$ cat src/rtl/serial_mac.sv
module serial_mac #(
  parameter int N = 16
) (
  input  logic           clk,
  input  logic           rst_n,
  input  logic           start,
  input  logic [1:0]     mode,
  input  logic [N-1:0]   mcand,
  input  logic [N-1:0]   mplier,
  input  logic [2*N-1:0] addend,
  output logic           busy,
  output logic           done,
  output logic [2*N-1:0] result
);
  localparam int W  = 2 * N;
  localparam int CW = $clog2(W + 2);
  localparam logic [CW-1:0] LAST_MUL = CW'(W);
  localparam logic [CW-1:0] LAST_ADD = CW'(W + 1);

  logic [W-1:0]  a_q, b_sh, c_sh, s_q, cy_q, r_sh, res_q, s_d, cy_d;
  logic [CW-1:0] cnt;
  logic          busy_q, done_q, add_only, use_adder, p_q, ac_q;
  logic          b_bit, sum_bit, ac_d, last;

  assign b_bit = b_sh[0];

  for (genvar j = 0; j < W; j++) begin : g_cell
    logic pp, s_in;
    assign pp = a_q[j] & b_bit;
    if (j == W - 1) begin : g_top
      assign s_in = 1'b0;
    end else begin : g_mid
      assign s_in = s_q[j+1];
    end
    assign s_d[j]  = pp ^ s_in ^ cy_q[j];
    assign cy_d[j] = (pp & s_in) | (pp & cy_q[j]) | (s_in & cy_q[j]);
  end

  assign sum_bit = p_q ^ c_sh[0] ^ ac_q;
  assign ac_d    = (p_q & c_sh[0]) | (p_q & ac_q) | (c_sh[0] & ac_q);
  assign last    = use_adder ? (cnt == LAST_ADD) : (cnt == LAST_MUL);

  always_ff @(posedge clk) begin
    if (!rst_n) begin
      a_q <= '0; b_sh <= '0; c_sh <= '0; s_q <= '0; cy_q <= '0;
      r_sh <= '0; res_q <= '0; cnt <= '0;
      busy_q <= 1'b0; done_q <= 1'b0; add_only <= 1'b0; use_adder <= 1'b0;
      p_q <= 1'b0; ac_q <= 1'b0;
    end else begin
      done_q <= 1'b0;
      if (!busy_q) begin
        if (start) begin
          busy_q    <= 1'b1;
          cnt       <= '0;
          a_q       <= {{N{mcand[N-1]}}, mcand};
          b_sh      <= {{N{mplier[N-1]}}, mplier};
          c_sh      <= addend;
          s_q       <= '0;
          cy_q      <= '0;
          p_q       <= 1'b0;
          ac_q      <= 1'b0;
          add_only  <= mode[1];
          use_adder <= mode[1] | mode[0];
        end
      end else begin
        cnt  <= cnt + 1'b1;
        s_q  <= s_d;
        cy_q <= cy_d;
        b_sh <= {b_sh[W-1], b_sh[W-1:1]};
        p_q  <= add_only ? b_bit : s_d[0];
        if (!use_adder) begin
          if (cnt < LAST_MUL) r_sh <= {s_d[0], r_sh[W-1:1]};
        end else if (cnt != '0 && cnt <= LAST_MUL) begin
          r_sh <= {sum_bit, r_sh[W-1:1]};
          ac_q <= ac_d;
          c_sh <= {1'b0, c_sh[W-1:1]};
        end
        if (last) begin
          busy_q <= 1'b0;
          done_q <= 1'b1;
          res_q  <= r_sh;
        end
      end
    end
  end

  assign busy   = busy_q;
  assign done   = done_q;
  assign result = res_q;
endmodule

$ cat config.mk
export PLATFORM = sky130hd
export DESIGN_NAME = serial_mac
export DESIGN_NICKNAME = d
export VERILOG_FILES = /design/src/rtl/serial_mac.sv
export SDC_FILE = /design/constraint.sdc
export NUM_CORES = 1
export LEC_CHECK = 0
export BUFFER_PORTS_ARGS = -buffer_cell sky130_fd_sc_hd__buf_2
export CAP_MARGIN = 0
export CORE_AREA = 2 2 121 241
export CTS_CLUSTER_DIAMETER = 100
export DETAILED_ROUTE_END_ITERATION = 12
export DIE_AREA = 0 0 123 243
export PLACE_DENSITY_LB_ADDON = 0.2
export SLEW_MARGIN = 20
export SYNTH_ARGS = -nofsm -noshare
export SYNTH_HDL_FRONTEND = slang
export SYNTH_SLANG_ARGS = --single-unit
$ cat constraint.sdc
create_clock -name clk -period 2.68 [get_ports clk]
set_input_delay 0 -clock clk [delete_from_list [all_inputs] [get_ports clk]]
set_output_delay 0 -clock clk [all_outputs]
set_load 0.05 [all_outputs]
Word level (Yosys, flattened, before mapping)
Cells that the tools add are included.
Word-level totals
  input bits: 69
  bits in registers: 220
Cells by class
  add/sub/neg operators: 1
  muxes and demuxes: 25
  order comparisons: 2
  reductions and logical operators: 9
  bitwise logic cells: 260
  equality and inequality tests: 5
Operators with widths (count)
  2-to-1 mux 32 bit: 10
  bitwise AND 1 bit: 129
  OR 1 bit: 65
  XOR 1 bit: 65
  2-to-1 mux 31 bit: 2
  equality test 6 bit, second input constant: 2
  2-to-1 mux 6 bit: 2
  2-to-1 mux 1 bit: 11
  adder 6 x 1 -> 6 bit, second input constant: 1
  <= comparator 6 bit, second input constant: 1
  less-than comparator 6 bit, second input constant: 1
  inequality test 2 x 1 -> 1 bit, second input constant: 3
  AND reduction 2 bit: 3
  AND reduction 3 bit: 2
  nonzero test 6 bit: 1
  nonzero test 2 bit: 2
  logical AND 1 bit: 1
  inverter 1 bit: 1

Depth between registers and ports, before layout
Gate-level depths: netlist of run 1.
  word-level depth: 6
  mapped depth: 8
  gate-level depth less buffers: 6

Least setup slack after synthesis of run 1
No wires, ideal clock.
  path kind: register -> register
  start: register cnt[0]
  end: register c_sh[10]
  slack: 0.656 ns
  path buffers: 2
  data arrival time: 1.907 ns
  cell stages (with the launch flop): 9
  setup time: 0.116 ns
  cell sequence: dfxtp_1 > inv_1 > ha_1 > or4b_4 > mux2i_4 > or2_1 > buf_6 > buf_6 > o211a_1
Between the ends
  word-level cells in the longest chain between the ends: 4
  elaborated cells between the ends (all ways): 5
RTL lines
  start, declared: line 21  | logic [CW-1:0] cnt;
  start signal, assigned: line 66  | cnt <= cnt + 1'b1;
  <= comparator 6 bit / nonzero test 6 bit (equally long branches): line 73  | end else if (cnt != '0 && cnt <= LAST_MUL) begin
  logical AND 1 bit *: line 73
  inequality test 2 x 1 -> 1 bit (no line) *
  AND reduction 3 bit (no line) *
  end signal, assigned: line 57  | c_sh <= addend;
  end signal, assigned: line 76  | c_sh <= {1'b0, c_sh[W-1:1]};
  end, declared: line 20  | logic [W-1:0] a_q, b_sh, c_sh, s_q, cy_q, r_sh, res_q, s_d, cy_d;
Mark *: on every way between the ends. The rest lies on a longest branch, timed or not.
A chain may end at the register's enable or synchronous reset.

Final worst setup path of run 1
  start: register cnt[0]
  end: register c_sh[18]
The elaborated chain is that of the path after synthesis.

==> metrics.txt, run 1 <==
Worst-path clk slew 60 ps; die width 123 um; critical path arrival 2550 ps; Pleak 4.96 nW; RR Endpoint c_sh[18]; Pwr per Cell Area 612 nW/um^2; Fin. Hold Viols 0; Yosys top cell by area dfxtp_1; number of flops mapped to enable cells by yosys 0; Setup CP Type flop to flop; clk buf depth 3; Clock Latency Late Sink 510 ps; number of DRC markers in iteration 0 384; largest cells by area after synthesis dfxtp_1 (45%), mux2i_1 (8.4%), fa_1 (6.6%), nand2_1 (6.5%), o211a_1 (4.7%); area of the core 28100 um^2; slew margin rel. 39.5%; fin util 42.4%; status complete, no violations; final setup fails 0; RSZ-0062 raised after global routing false; number of global-route vias before repair 7341; Worst Tran Pin Value 907 ps; # resized after CTS 0; CTS sink cnt 219; Layout Nets 1267; Die Ht 243 um; initial antenna violation count 0; routed length per instance 13.9 um; largest net degree at the start of global routing 106; r2r setup slk 530 ps; Post-Place Cells 1428; number of port buffers 102; critical path endpoint category flop; sequential share of the synthesized area 45.0%; cells after synthesis 1041; DRT Pass-1 Iters 4; setup bufs post-CTS 0; synth unique cells 35; Final min period 2150 ps; DRT antenna net count 0; Worst Hold Path Cells 2; WL final 21.3 mm; Cell Count, Final, Fillers Out 1533; max-cap check violation count 0; most numerous cell in the Yosys netlist dfxtp_1; Avg Cell Area, Syn 9.35 um^2; FF-to-FF path depth 7; io pins 103; Synth-to-Final Area Change 22.3%; hold slack 49.0 ps; gp weighted congestion 0.715; DR DRC count 0; asr flop ratio synth 0%; maximum clock rate 0.466 GHz; CP required 3080 ps; layout cell share with drive strength beyond 1 13.8%; Synth Flop Type dfxtp_1; critical path fanouts, max 31; DR vias 7388; Max Clock Skew 7.88 ps; H-tree Lvls 1; Inserted Clock Buffers 22; Yosys top cell area share 45.0%; # rows 87; GR Overflow Total 0; Hold Path End result[23]; initial core utilization 34.7%; synthesized area 9740 um^2; fin crit share 80.1%; YS warnings 0; # hold bufs at CTS 66; setup TNS 0 ps; Critical Path Start Type flop; Seq cells post-synth 219; diodes inserted 0; Pins Over Slew Limit 0; CTS tree yes; total track usage 14.6%; Min-Delay Startpoint rst_n; FF-to-FF Start cnt[0]; CTS root buf clkbuf_16; most instantiated cells after synthesis dfxtp_1 (219), nand2_1 (168), mux2i_1 (82), clkbuf_1 (63), a21boi_0 (51); hold crit path type input port to flop; DR vias/cell 4.82; Die ar. 29900 um^2; post-synthesis net count 1146; post-DP HPWL 12.8 mm; first-pass GRT wire length 36.1 mm; VDD IR-drop max 0.444 mV
## critical path, cell delays in order (launching register included)
cell	delay (ps)
dfxtp_1	360
inv_1	80
ha_1	180
or4b_4	500
mux2i_4	210
or2_1	210
buf_4	240
o211a_1	240
## report_power, final
group          total [mW]  internal (mW)  switching (mW)
Clock                3.20           1.90            1.30
Sequential           3.44           3.36          0.0720
Combinational       0.646          0.308           0.338
## layer usage
layer	wire [um]	vias up	global-route usage [%]
li1	-	3750	-
met1	9230	3505	17.7
met2	11000	113	26.4
met3	700	20	1.81
met4	407	0	4.28
met5	0	-	0
## layout by cell type, fill, tap and decap left out, drive strengths merged
cell	count
a21oi	36
ha	4
bufinv	2
dlygate4sd3	66
buf	120
mux2i	83
nor3b	37
clkbuf	32
a21boi	51
clkinv	5
nand2	168
o21a	29
nand2b	17
or2	1
fa	32
or4b	1
or3	1
a31oi	16
o21ai	52
o211ai	1
dfxtp	219
and4	1
nor2	33
nor3	32
a311oi	1
o311a	1
mux2	1
nor2b	39
inv	36
and2	8
nand3	3
nand4	2
nand3b	1
o211a	46
## cell type report
class	count	area, um^2
clock buffers	32	659
clock inverters	7	85.1
fillers	2801	16200
inverters	36	135
multi-input cells	697	4850
flip-flops and latches	219	4390
well taps	356	445
repair buffers	186	1340
## flip-flops by register name, indices dropped and copies added, names as in the netlist, 6 cells and up
name	count
a_q	16
r_sh	32
cnt	6
c_sh	32
s_q	31
result	32
b_sh	32
cy_q	32
## logic make-up after synthesis
| logic type | share of synthesized area [%] |
|---|---|
| flops | 45.0 |
| mux | 8.78 |
| buf+inv | 5.29 |
| simple gates | 17.1 |
| compound gates | 16.7 |
| fa+ha+maj | 7.09 |
## worst max path at each step
| stage | start | to | slack [ps] | depth (start not counted) |
|---|---|---|---|---|
| 4_1_cts | cnt[0] | c_sh[15] | 500 | 7 |
| 3_5_place_dp | cnt[0] | c_sh[22] | 550 | 7 |
| 5_1_grt | cnt[0] | c_sh[18] | 410 | 7 |
| 6_report | cnt[0] | c_sh[18] | 530 | 7 |
| 3_3_place_gp | cnt[0] | c_sh[26] | 590 | 7 |
| 2_1_floorplan | cnt[0] | c_sh[10] | 660 | 8 |
## through the flow
step	cell area, um^2	setup WS (ps)	total power [mW]
floorplan	9740	656	3.92
finish	11900	532	7.28
detailed placement	10500	549	4.09
CTS	11900	504	7.41
global route	11900	412	7.60
global placement	10500	592	4.08
No activity file was read; power rests on OpenSTA's default activity.
==> run 2, diff against run 1 <==
==> constraint.sdc (replaced) <==
create_clock -name clk -period 2.2 [get_ports clk]
set_input_delay 0 -clock clk [delete_from_list [all_inputs] [get_ports clk]]
set_output_delay 0 -clock clk [all_outputs]
set_load 0.05 [all_outputs]
==> metrics.txt, run 2 (synthesis results as in run 1) <==
initial antenna violation count 0; total track usage 14.4%; final setup fails 0; gp weighted congestion 0.689; Multi-input gate area 4850 um^2; Max Clock Skew 8.70 ps; layout cell share with drive strength beyond 1 13.7%; clk buf depth 3; CTS root buf clkbuf_16; area of the core 28100 um^2; H-tree Lvls 1; max-cap check violation count 0; CP required 2600 ps; # hold bufs at CTS 80; GR Overflow Total 0; number of DRC markers in iteration 0 313; maximum clock rate 0.484 GHz; Post-Place Cells 1433; Worst Tran Pin Value 558 ps; Pwr per Cell Area 704 nW/um^2; DRT Pass-1 Iters 4; WL final 21.0 mm; DR DRC count 0; leading cell types in the layout, fill and taps excluded dfxtp_1 (218), nand2_1 (168), buf_2 (100); die width 123 um; Critical Path Start Type flop; most common cell after layout, fill and taps aside dfxtp_1; RSZ-0062 raised after global routing false; DR vias 7487; slew margin rel. 62.8%; io pins 103; CTS tree yes; DP Area 10600 um^2; post-DP HPWL 13.0 mm; hold crit path type input port to flop; first-pass GRT wire length 35.8 mm; Inserted Clock Buffers 21; flip-flop and latch area 4390 um^2; Pins Over Slew Limit 0; critical path fanouts, max 30; critical path arrival 2460 ps; number of global-route vias before repair 7472; Final min period 2070 ps; Pleak 5.04 nW; diodes inserted 0; critical path endpoint category flop; Finished Cell Area 12100 um^2; number of port buffers 102; largest net degree at the start of global routing 100; status complete, no violations; setup bufs post-CTS 0; Synth-to-Final Area Change 23.8%; Cell Count, Final, Fillers Out 1550; DR vias/cell 4.83; Worst-path clk slew 60 ps; # rows 87; CTS sink cnt 219; fin crit share 93.9%; initial core utilization 34.7%; Critical Path Max Stage Delay 500 ps; routed length per instance 13.6 um; # resized after CTS 0; DRT antenna net count 0; hold slack 49.3 ps; setup TNS 0 ps; Clock Latency Late Sink 500 ps; Setup CP Type flop to flop; Fin. Hold Viols 0; Layout Nets 1285; VDD IR-drop max 0.562 mV; Die ar. 29900 um^2; ordered list of cells on the worst path inv_1 -> ha_1 -> or4b_4 -> mux2i_4 -> or2_1 -> buf_12 -> o211a_1; Filler Cell Count 2783; Die Ht 243 um; CP max stage cell or4b_4
## run 2: through the flow
step	util [%]	power, mW	setup slack [ps]
after floorplan	-	4.77	176
after global placement	37.8	4.99	157
after detailed placement	37.8	5.00	129
after CTS	42.9	8.62	116
after global routing	42.9	8.88	13.2
final	42.9	8.49	134
## run 2: final cells by class
type,count,area share [%]
multi-input cells,697,40.2
clock buffers,32,5.12
well taps,356,3.69
repair buffers,205,13.2
inverters,36,1.12
clock inverters,5,0.228
flip-flops and latches,219,36.4
## run 2: per-layer routing
metal / GRT usage (%) / vias up / routed length [um]
li1: - / 3782 / -
met1: 16.9 / 3576 / 9080
met2: 26.2 / 96 / 10800
met3: 1.57 / 33 / 599
met4: 4.95 / 0 / 549
met5: 0 / - / 0
## run 2: path summary, 6_finish.rpt
path	startpoint	to	slack (ps)	depth (start not counted)
hold / removal	start	b_sh[6]	50	4
setup / recovery	cnt[1]	c_sh[16]	130	7
setup reg to reg	cnt[1]	c_sh[16]	130	7
hold reg to reg	result[21]	result[21]	460	2
## run 2: power breakdown
part	internal (mW)	leakage [nW]	switching, mW
Sequential	4.10	1.78	0.0765
Combinational	0.423	2.94	0.431
Clock	1.93	0.318	1.53
## run 2: critical path: cells and delay by family (launching register included)
family                   cells  cell delay, ps
AO/OA/AOI/OAI                1             210
adder cells (fa/ha/maj)      1             180
buffers and inverters        2             270
flip-flops                   1             320
multiplexers                 1             210
AND/OR/NAND/NOR              2             760
==> run 3, diff against run 2 <==
--- a/config.mk
+++ b/config.mk
@@ -5,6 +5,7 @@
 export SDC_FILE = /design/constraint.sdc
 export NUM_CORES = 1
 export LEC_CHECK = 0
+export ABC_CLOCK_PERIOD_IN_PS = 2200
 export BUFFER_PORTS_ARGS = -buffer_cell sky130_fd_sc_hd__buf_2
 export CAP_MARGIN = 0
 export CORE_AREA = 2 2 121 241
@@ -12,6 +13,7 @@
 export DETAILED_ROUTE_END_ITERATION = 12
 export DIE_AREA = 0 0 123 243
 export PLACE_DENSITY_LB_ADDON = 0.2
+export SETUP_SLACK_MARGIN = 0.15
 export SLEW_MARGIN = 20
 export SYNTH_ARGS = -nofsm -noshare
 export SYNTH_HDL_FRONTEND = slang
==> metrics.txt, run 3 (synthesis results as in run 1) <==
max-cap check violation count 0; critical path endpoint category flop; CTS tree yes; diodes inserted 0; Pleak 5.08 nW; Worst Tran Pin Value 563 ps; hold slack 51.0 ps; DR DRC count 0; Final min period 2010 ps; number of global-route vias before repair 7502; post-DP HPWL 13.0 mm; leading cell types in the layout, fill and taps excluded dfxtp_1 (216), nand2_1 (168), buf_2 (100); critical path arrival 2410 ps; number of port buffers 102; DRT antenna net count 0; total track usage 14.7%; hold crit path type input port to flop; Critical Path Start Type flop; Max Clock Skew 7.32 ps; VDD IR-drop max 0.567 mV; r2r setup slk 190 ps; maximum clock rate 0.497 GHz; RSZ-0062 raised after global routing true; Fin. Hold Viols 0; Critical path origin cnt[0]; DRT Pass-1 Iters 4; Filler Cell Count 2776; H-tree Lvls 1; # rows 87; first-pass GRT wire length 36.4 mm; routed length per instance 13.8 um; slew margin rel. 62.5%; die width 123 um; Setup CP Type flop to flop; DR vias/cell 4.84; FF-to-FF path depth 7; Die Ht 243 um; CTS root buf clkbuf_16; critical path fanouts, max 15; FF-to-FF Start cnt[0]; clk buf depth 3; setup TNS 0 ps; layout cell share with drive strength beyond 1 14.4%; final setup fails 0; Clock Latency Late Sink 500 ps; Layout Nets 1289; number of DRC markers in iteration 0 328; WL final 21.5 mm; initial antenna violation count 0; Worst-path clk slew 60 ps; io pins 103; Synth-to-Final Area Change 24.8%; fin crit share 91.5%; largest net degree at the start of global routing 100; Die ar. 29900 um^2; GR Overflow Total 0; Pins Over Slew Limit 0; CP endpoint c_sh[13]; DR vias 7520; CTS sink cnt 219; Pwr per Cell Area 701 nW/um^2; RR Endpoint c_sh[13]; area of the core 28100 um^2; CP required 2590 ps; initial core utilization 34.7%; status complete, no violations; gp weighted congestion 0.689; most common cell after layout, fill and taps aside dfxtp_1; Inserted Clock Buffers 21
==> run 3: changes by cell type in the layout (fill, tap and decap cells not counted), sizes merged <==
cell and change:
buf +4
==> run 3: through the flow <==
stage                     utilization (%)  cell area [um^2]  cells  total power [mW]  setup slack (ps)
final                                43.3             12100   1554              8.52               187
after global routing                 43.3             12100   1554              8.91               130
after CTS                            43.2             12100   1553              8.65               164
after detailed placement             37.8             10600   1433              5.00               129
after global placement               37.8             10600   1433              4.99               157
after floorplan                         -              9740   1041              4.77               176
==> run 3: routing by layer <==
metal	track usage, %	wire length (um)	up-vias
met2	26.9	11200	111
met4	4.95	544	0
met3	1.62	653	31
met5	0	0	-
li1	-	-	3792
met1	17.2	9080	3586
==> run 3: where the power goes <==
group | switching, mW | leakage [nW] | internal (mW)
Sequential | 0.0773 | 1.78 | 4.10
Combinational | 0.442 | 2.98 | 0.444
Clock | 1.52 | 0.318 | 1.93
Total | 2.04 | 5.08 | 6.47
==> run 3: worst max-delay path, cell delays in order (launching register included) <==
cell     delay (ps)
dfxtp_2         320
inv_2            70
ha_4            140
or4b_4          490
mux2i_4         220
or2_4           300
buf_12          170
o211a_1         200
==> run 3: how the worst min path moves through the flow <==
stage	cells after the start	startpoint	endpoint	slack, ps
2_1_floorplan	2	mcand[9]	a_q[9]	140
3_3_place_gp	3	mcand[4]	a_q[4]	260
3_5_place_dp	3	mcand[5]	a_q[5]	270
4_1_cts	4	start	b_sh[6]	30
5_1_grt	4	start	b_sh[6]	60
6_report	4	start	b_sh[6]	50
==> run 3: cell type report <==
type / count / area [um^2] / share of cell area [%]
flip-flops and latches: 219 / 4390 / 36.1
well taps: 356 / 445 / 3.67
repair buffers: 209 / 1670 / 13.7
clock buffers: 32 / 617 / 5.08
clock inverters: 5 / 27.5 / 0.227
multi-input cells: 697 / 4870 / 40.1
inverters: 36 / 135 / 1.11
==> run 3: timing repair <==
action                                 4_1_cts  5_1_grt
endpoints found under the hold margin       95        0
pin swaps                                    1        1
resized for setup                            9        1
cloned                                       2        0
setup buffers                                1        1
setup endpoints to repair                   31       30
hold buffers                                80        0
